`src/rtl/llsc_pkg.sv`:
```
package llsc_pkg;
  typedef enum logic [1:0] {
    OP_READ  = 2'b00,
    OP_WRITE = 2'b01,
    OP_LL    = 2'b10,
    OP_SC    = 2'b11
  } op_e;
endpackage

```
`src/rtl/llsc_prio_arb.sv`:
```
module llsc_prio_arb #(
  parameter int N  = 4,
  localparam int IW = (N > 1) ? $clog2(N) : 1
) (
  input  logic [N-1:0]  req_i,
  output logic [N-1:0]  gnt_o,
  output logic [IW-1:0] idx_o,
  output logic          any_o
);
  logic [N:0] seen;
  assign seen[0] = 1'b0;

  for (genvar i = 0; i < N; i++) begin : g_chain
    assign gnt_o[i]    = req_i[i] & ~seen[i];
    assign seen[i + 1] = seen[i] | req_i[i];
  end

  assign any_o = seen[N];

  always_comb begin
    idx_o = '0;
    for (int i = N - 1; i >= 0; i--) begin
      if (req_i[i]) idx_o = i[IW-1:0];
    end
  end
endmodule

```
`src/rtl/llsc_resv_slot.sv`:
```
module llsc_resv_slot #(
  parameter int AW = 4
) (
  input  logic          clk_i,
  input  logic          rst_ni,
  input  logic          ll_set_i,
  input  logic          sc_own_i,
  input  logic          snoop_we_i,
  input  logic [AW-1:0] addr_i,
  output logic          valid_o,
  output logic          hit_o
);
  logic          valid_q;
  logic [AW-1:0] addr_q;
  logic          match;

  assign match   = valid_q && (addr_q == addr_i);
  assign valid_o = valid_q;
  assign hit_o   = match;

  always_ff @(posedge clk_i or negedge rst_ni) begin
    if (!rst_ni) begin
      valid_q <= 1'b0;
      addr_q  <= '0;
    end else if (ll_set_i) begin
      valid_q <= 1'b1;
      addr_q  <= addr_i;
    end else if (sc_own_i) begin
      valid_q <= 1'b0;
    end else if (snoop_we_i && match) begin
      valid_q <= 1'b0;
    end
  end

  AST_LL_OPENS: assert property (@(posedge clk_i) disable iff (!rst_ni)
    ll_set_i |=> valid_o) else $error("ll did not open reservation");

  AST_SC_DROPS: assert property (@(posedge clk_i) disable iff (!rst_ni)
    sc_own_i && !ll_set_i |=> !valid_o) else $error("sc kept reservation");

  AST_FOREIGN_KILL: assert property (@(posedge clk_i) disable iff (!rst_ni)
    snoop_we_i && hit_o && !ll_set_i |=> !valid_o) else $error("foreign write kept reservation");

  AST_RESV_HOLD: assert property (@(posedge clk_i) disable iff (!rst_ni)
    !ll_set_i && !sc_own_i && !(snoop_we_i && hit_o) |=> $stable(valid_o)) else $error("reservation changed");
endmodule

```
`src/rtl/llsc_store.sv`:
```
module llsc_store #(
  parameter int AW = 4,
  parameter int DW = 32,
  localparam int DEPTH = 1 << AW
) (
  input  logic          clk_i,
  input  logic          rst_ni,
  input  logic          we_i,
  input  logic [AW-1:0] addr_i,
  input  logic [DW-1:0] wdata_i,
  output logic [DW-1:0] rdata_o
);
  logic [DW-1:0] mem_q [DEPTH];

  assign rdata_o = mem_q[addr_i];

  always_ff @(posedge clk_i or negedge rst_ni) begin
    if (!rst_ni) begin
      for (int i = 0; i < DEPTH; i++) mem_q[i] <= '0;
    end else if (we_i) begin
      mem_q[addr_i] <= wdata_i;
    end
  end

  AST_WRITE_LANDS: assert property (@(posedge clk_i) disable iff (!rst_ni)
    we_i |=> mem_q[$past(addr_i)] == $past(wdata_i)) else $error("write lost");
endmodule

```
`src/rtl/llsc_monitor.sv`:
```
module llsc_monitor
  import llsc_pkg::*;
#(
  parameter int NCORE = 4,
  parameter int AW    = 4,
  parameter int DW    = 32,
  localparam int IW   = (NCORE > 1) ? $clog2(NCORE) : 1
) (
  input  logic                       clk_i,
  input  logic                       rst_ni,
  input  logic [NCORE-1:0]           req_valid_i,
  input  logic [NCORE-1:0][1:0]      req_op_i,
  input  logic [NCORE-1:0][AW-1:0]   req_addr_i,
  input  logic [NCORE-1:0][DW-1:0]   req_wdata_i,
  output logic [NCORE-1:0]           gnt_o,
  output logic [NCORE-1:0]           rsp_valid_o,
  output logic [DW-1:0]              rsp_rdata_o,
  output logic                       rsp_sc_ok_o
);
  logic [NCORE-1:0] win_oh;
  logic [IW-1:0]    win_idx;
  logic             win_any;
  op_e              win_op;
  logic [AW-1:0]    win_addr;
  logic [DW-1:0]    win_wdata;
  logic [NCORE-1:0] slot_valid;
  logic [NCORE-1:0] slot_hit;
  logic             sc_hit;
  logic             is_sc;
  logic             mem_we;
  logic [DW-1:0]    mem_rdata;

  logic [NCORE-1:0] rsp_valid_q;
  logic [DW-1:0]    rsp_rdata_q;
  logic             rsp_ok_q;

  llsc_prio_arb #(.N(NCORE)) u_arb (
    .req_i (req_valid_i),
    .gnt_o (win_oh),
    .idx_o (win_idx),
    .any_o (win_any)
  );

  assign win_op    = op_e'(req_op_i[win_idx]);
  assign win_addr  = req_addr_i[win_idx];
  assign win_wdata = req_wdata_i[win_idx];
  assign is_sc     = win_any && (win_op == OP_SC);
  assign sc_hit    = slot_hit[win_idx];
  assign mem_we    = win_any && ((win_op == OP_WRITE) || ((win_op == OP_SC) && sc_hit));

  for (genvar i = 0; i < NCORE; i++) begin : g_slot
    llsc_resv_slot #(.AW(AW)) u_slot (
      .clk_i      (clk_i),
      .rst_ni     (rst_ni),
      .ll_set_i   (win_oh[i] && (win_op == OP_LL)),
      .sc_own_i   (win_oh[i] && (win_op == OP_SC)),
      .snoop_we_i (mem_we && !win_oh[i]),
      .addr_i     (win_addr),
      .valid_o    (slot_valid[i]),
      .hit_o      (slot_hit[i])
    );
  end

  llsc_store #(.AW(AW), .DW(DW)) u_store (
    .clk_i   (clk_i),
    .rst_ni  (rst_ni),
    .we_i    (mem_we),
    .addr_i  (win_addr),
    .wdata_i (win_wdata),
    .rdata_o (mem_rdata)
  );

  always_ff @(posedge clk_i or negedge rst_ni) begin
    if (!rst_ni) begin
      rsp_valid_q <= '0;
      rsp_rdata_q <= '0;
      rsp_ok_q    <= 1'b0;
    end else begin
      rsp_valid_q <= win_oh;
      rsp_ok_q    <= is_sc && sc_hit;
      if (win_any) rsp_rdata_q <= mem_rdata;
    end
  end

  assign gnt_o       = win_oh;
  assign rsp_valid_o = rsp_valid_q;
  assign rsp_rdata_o = rsp_rdata_q;
  assign rsp_sc_ok_o = rsp_ok_q;

  AST_ONE_GRANT: assert property (@(posedge clk_i) disable iff (!rst_ni)
    $onehot0(gnt_o)) else $error("multiple grants");

  AST_GRANT_REQ: assert property (@(posedge clk_i) disable iff (!rst_ni)
    (gnt_o & ~req_valid_i) == '0) else $error("grant without request");

  AST_LOW_WINS: assert property (@(posedge clk_i) disable iff (!rst_ni)
    req_valid_i[0] |-> gnt_o[0]) else $error("core 0 not preferred");

  AST_RSP_FOLLOWS: assert property (@(posedge clk_i) disable iff (!rst_ni)
    (|gnt_o) |=> $onehot(rsp_valid_o)) else $error("missing response");

  AST_OK_SC_ONLY: assert property (@(posedge clk_i) disable iff (!rst_ni)
    rsp_sc_ok_o |-> $past(is_sc)) else $error("ok flag on non-sc");

  AST_OK_NEEDS_RESV: assert property (@(posedge clk_i) disable iff (!rst_ni)
    is_sc && !slot_valid[win_idx] |=> !rsp_sc_ok_o) else $error("sc ok without reservation");
endmodule

```
`config.mk`:
```
export PLATFORM = sky130hd
export DESIGN_NAME = llsc_monitor
export DESIGN_NICKNAME = d
export VERILOG_FILES = /design/src/rtl/llsc_pkg.sv /design/src/rtl/llsc_prio_arb.sv /design/src/rtl/llsc_resv_slot.sv /design/src/rtl/llsc_store.sv /design/src/rtl/llsc_monitor.sv
export SDC_FILE = /design/constraint.sdc
export NUM_CORES = 1
export LEC_CHECK = 0
export BUFFER_PORTS_ARGS = -buffer_cell sky130_fd_sc_hd__buf_2
export CORE_MARGIN = 2
export CORE_UTILIZATION = 35
export CTS_CLUSTER_SIZE = 8
export DETAILED_ROUTE_END_ITERATION = 6
export PLACE_DENSITY = 0.58
export SYNTH_ARGS = -nofsm -noshare
export SYNTH_HDL_FRONTEND = slang
export SYNTH_SLANG_ARGS = --single-unit
```
`constraint.sdc`:
```
create_clock -name clk_i -period 2.55 [get_ports clk_i]
set_clock_uncertainty 0.1 [all_clocks]
set_input_delay 0 -clock clk_i [delete_from_list [all_inputs] [get_ports clk_i]]
set_output_delay 0 -clock clk_i [all_outputs]
set_load 0.005 [all_outputs]
```
==> flow_summary.toml <==
[outcome]
run_status = "complete, but fails checks"
violations = "negative setup slack"

[route]
dr.pass1.iters = 5
vias = 20700
ant_nets = 0
drc = 0
wl_per_cell_um = 22.0
routed_wl_um = 83500
drt_iter0_drc = 1537
avgViaCountPerCell = 5.45

[worst_hold_path]
hold_class = "input port to flop"
hold_end = "u_store.mem_q[485]"
hold_start = "req_wdata_i[101]"
holdPathStages = 4

[critical_path]
crit_buf_inv = 2
end_kind = "flop"
worstSetupPathType = "flop to flop"
path_cells = "and3_4, nor4b_4, nand4b_1, a21boi_4, o2111ai_4, nor4b_4, buf_6, clkbuf_16, mux2_4"
critPathLaunchType = "flop"
slowest_stage = "dfrtp_1"
ff2ff_setup_slack_ns = -0.01
reg2reg_from = "g_slot[1].u_slot.addr_q[3]"
timing.rr.end = "u_store.mem_q[501]"
crit_top_cell = "nor4b_4"
path_max_fanout = 8
r2r_cells = 9
critPathRequiredTime_ns = 2.97
max_stage_delay_ns = 0.40
path_delay_family = "simple AND/OR/NAND/NOR gates"
crit_arrival_ns = 2.98

[power]
share_comb_of_total_power_pct = 25.6
p_seq_share_pct = 44.6
finalPower_uw = 32400
swShare_pct = 29.0
p_int_uw = 23000
switchingPower_uw = 9410
ir_worst_vdd_uv = 524
p_per_area_nw_per_um2 = 934
p_clk_share_pct = 29.8
p_leak_uw = 0.0158

[yosys]
synth_compound_area_share_pct = 5.71
synth_top_family_by_area = "multiplexers"
synth_fp_nets = 2553
synth_edf_count = 0
yosysWarningCount = 0
synthTopCellsByCount = "nand2_1 (587), dfrtp_1 (569), mux2_2 (398)"
synth_ff_type = "dfrtp_1"
synth_top_area_cell = "dfrtp_1"
syn_area_per_cell_um2 = 11.6
seq_area_frac_synth_pct = 51.5
synthXorXnorAreaFrac_pct = 0.470
synthArstFlopShare_pct = 100
synth_cell_types = 49
ys_seq_elements = 569
yosys.area_share.simple_pct = 13.7
synthMuxAreaShare_pct = 25.0
synth_area_um2 = 27700
synth_top_cell_area_share_pct = 51.5
synthAdderAreaFrac_pct = 0
yosysMostFrequentCell = "nand2_1"
synthTopCellsByArea = "dfrtp_1 (51%), mux2_2 (16%), nand2_1 (8.0%)"
synthCells = 2395

[cts]
cts.path.max_buffers = 3
cts_buffers = 81
cts_max_level = 3
cts_sinks = 569
clk_transition_reported_paths_ns = 0.05
cts_tree = "done"
clk_latency_ns = 0.64
cts-root-buf = "clkbuf_16"

[sta]
final-setup-viol-count = 24
fin_ws_ns = -0.0101
slew_headroom_pct = 39.2
rsz0062_at_grt = "true"
finalHoldViolCount = 0
fin_crit_sh_pct = 100
fmax_mhz = 391
final.min_clock_period_ns = 2.56
worst_slew_pin_slew_ns = 0.912
report.final.slew_viol_count = 0

[flow_run]
drv_cap = 0

[finish]
drive_above_1_share_pct = 37.7
layout.nets = 2898
antennaDiodeCount = 0
fill_cells = 7237
area_delta_synth_final_pct = 25.5
fin_util_pct = 44.2

[global_routing]
grt_max_degree = 98
grt.overflow.total = 0
grt_pass1_vias = 21600
antenna_found_initial = 0
grt_pass1_wl_um = 130000
track_usage_pct = 20.3

[floorplanning]
rows = 103
die_x_um = 285
fp.dieH_um = 285
start_util_pct = 35.2
ios = 199
die_area_um2 = 81300
core_area_um2 = 78600

[placed_design]
port_buffers = 198
gp_congestion = 0.821
dpl.hpwl_um = 49400
layout by cell type, fill, tap and decap left out, types with 4 or more instances in the layout:
cell	n
nand2_4	5
buf_4	111
mux2_1	29
xnor2_1	11
nor2_1	4
and3_1	64
buf_6	4
mux2_4	128
nor4b_1	5
buf_12	63
a311oi_1	128
o21ai_0	19
mux4_2	33
nor4b_4	5
buf_2	197
mux2_2	360
o31ai_1	32
dlygate4sd3_1	91
and2_1	5
dfrtp_1	569
nor2b_1	4
nand3_1	129
nand2_2	10
nor3_1	13
a21oi_1	5
nand2_1	578
nand3b_1	5
clkbuf_16	89
kinds of logic after synthesis:
family,Yosys count
AOI/OAI and AO/OA,195
xor gates and xnor gates,14
buffers and inverters,216
DFF,569
muxes,551
and+or+nand+nor,850
worst max-delay path by stage:
stage	endpoint	startpoint	depth (start not counted)	slack, ns
2_1_floorplan	u_store.mem_q[385]	req_valid_i[1]	14	-0.26
3_3_place_gp	u_store.mem_q[448]	req_valid_i[1]	12	-0.58
3_5_place_dp	u_store.mem_q[384]	req_valid_i[1]	12	-0.58
4_1_cts	u_store.mem_q[28]	g_slot[1].u_slot.addr_q[3]	9	0.006
5_1_grt	u_store.mem_q[450]	g_slot[1].u_slot.addr_q[3]	9	-0.10
6_report	u_store.mem_q[501]	g_slot[1].u_slot.addr_q[3]	9	-0.01
per-stage QoR:
stage / setup WS [ns] / cell area, µm² / TNS [ns] / hold WS (ns) / cells
finish: -0.0101 / 34700 / -0.0698 / 0.0141 / 3800
global route: -0.103 / 34700 / -10.19 / 0.0155 / 3800
CTS: 0.00596 / 34400 / 0 / 0.00200 / 3787
detailed placement: -0.584 / 31300 / -239.44 / -0.0809 / 3600
global placement: -0.583 / 31300 / -227.59 / -0.0800 / 3600
floorplan: -0.261 / 27900 / -47.98 / -0.396 / 2395
sequential cells by signal (all words and copies together), names as in the netlist:
name	count
u_store.mem_q	512
g_slot.u_slot.addr_q	16
rsp_rdata_o	32
g_slot.u_slot.valid_o	4
rsp_sc_ok_o	1
rsp_valid_o	4
final cells by class:
type                    instances  area, µm²  share of cell area (%)
clock buffers                  86       2070                    5.95
clock inverters                 7        124                   0.357
multi-input cells            1610      12700                    36.5
flip-flops and latches        569      14200                    41.0
well taps                    1050       1310                    3.78
repair buffers                477       4310                    12.4
inverters                       1       3.75                  0.0108
worst register-to-register path: stages, from the launching register on:
cell	delay, ns
dfrtp_1	0.40
and3_4	0.17
nor4b_4	0.32
nand4b_1	0.16
a21boi_4	0.18
o2111ai_4	0.12
nor4b_4	0.26
buf_6	0.22
clkbuf_16	0.21
mux2_4	0.31
per-layer routing:
layer | global-route usage (%) | wire [µm]
met1 | 26.7 | 36000
met2 | 34.2 | 41100
met3 | 3.16 | 4120
met4 | 6.54 | 2320
met5 | 0 | 0
power by group through the flow:
stage | combinational, µW | sequential (µW) | clock [µW]
3_3_place_gp | 7760 | 14300 | 0
6_report | 8320 | 14500 | 9660
2_1_floorplan | 5910 | 13900 | 0
3_5_place_dp | 8050 | 14500 | 0
4_1_cts | 8300 | 14400 | 9860
5_1_grt | 9100 | 14900 | 10300
what timing repair did:
item / in CTS / in global routing
pin swaps: 0 / 3
hold endpoints to repair: 718 / 6
gates resized for setup: 0 / 16
endpoints found under the setup margin: 28 / 516
cloned: 0 / 8
setup buffers: 4 / 3
hold buffers: 90 / 2
Note: power is estimated with default switching activity, not from simulation.
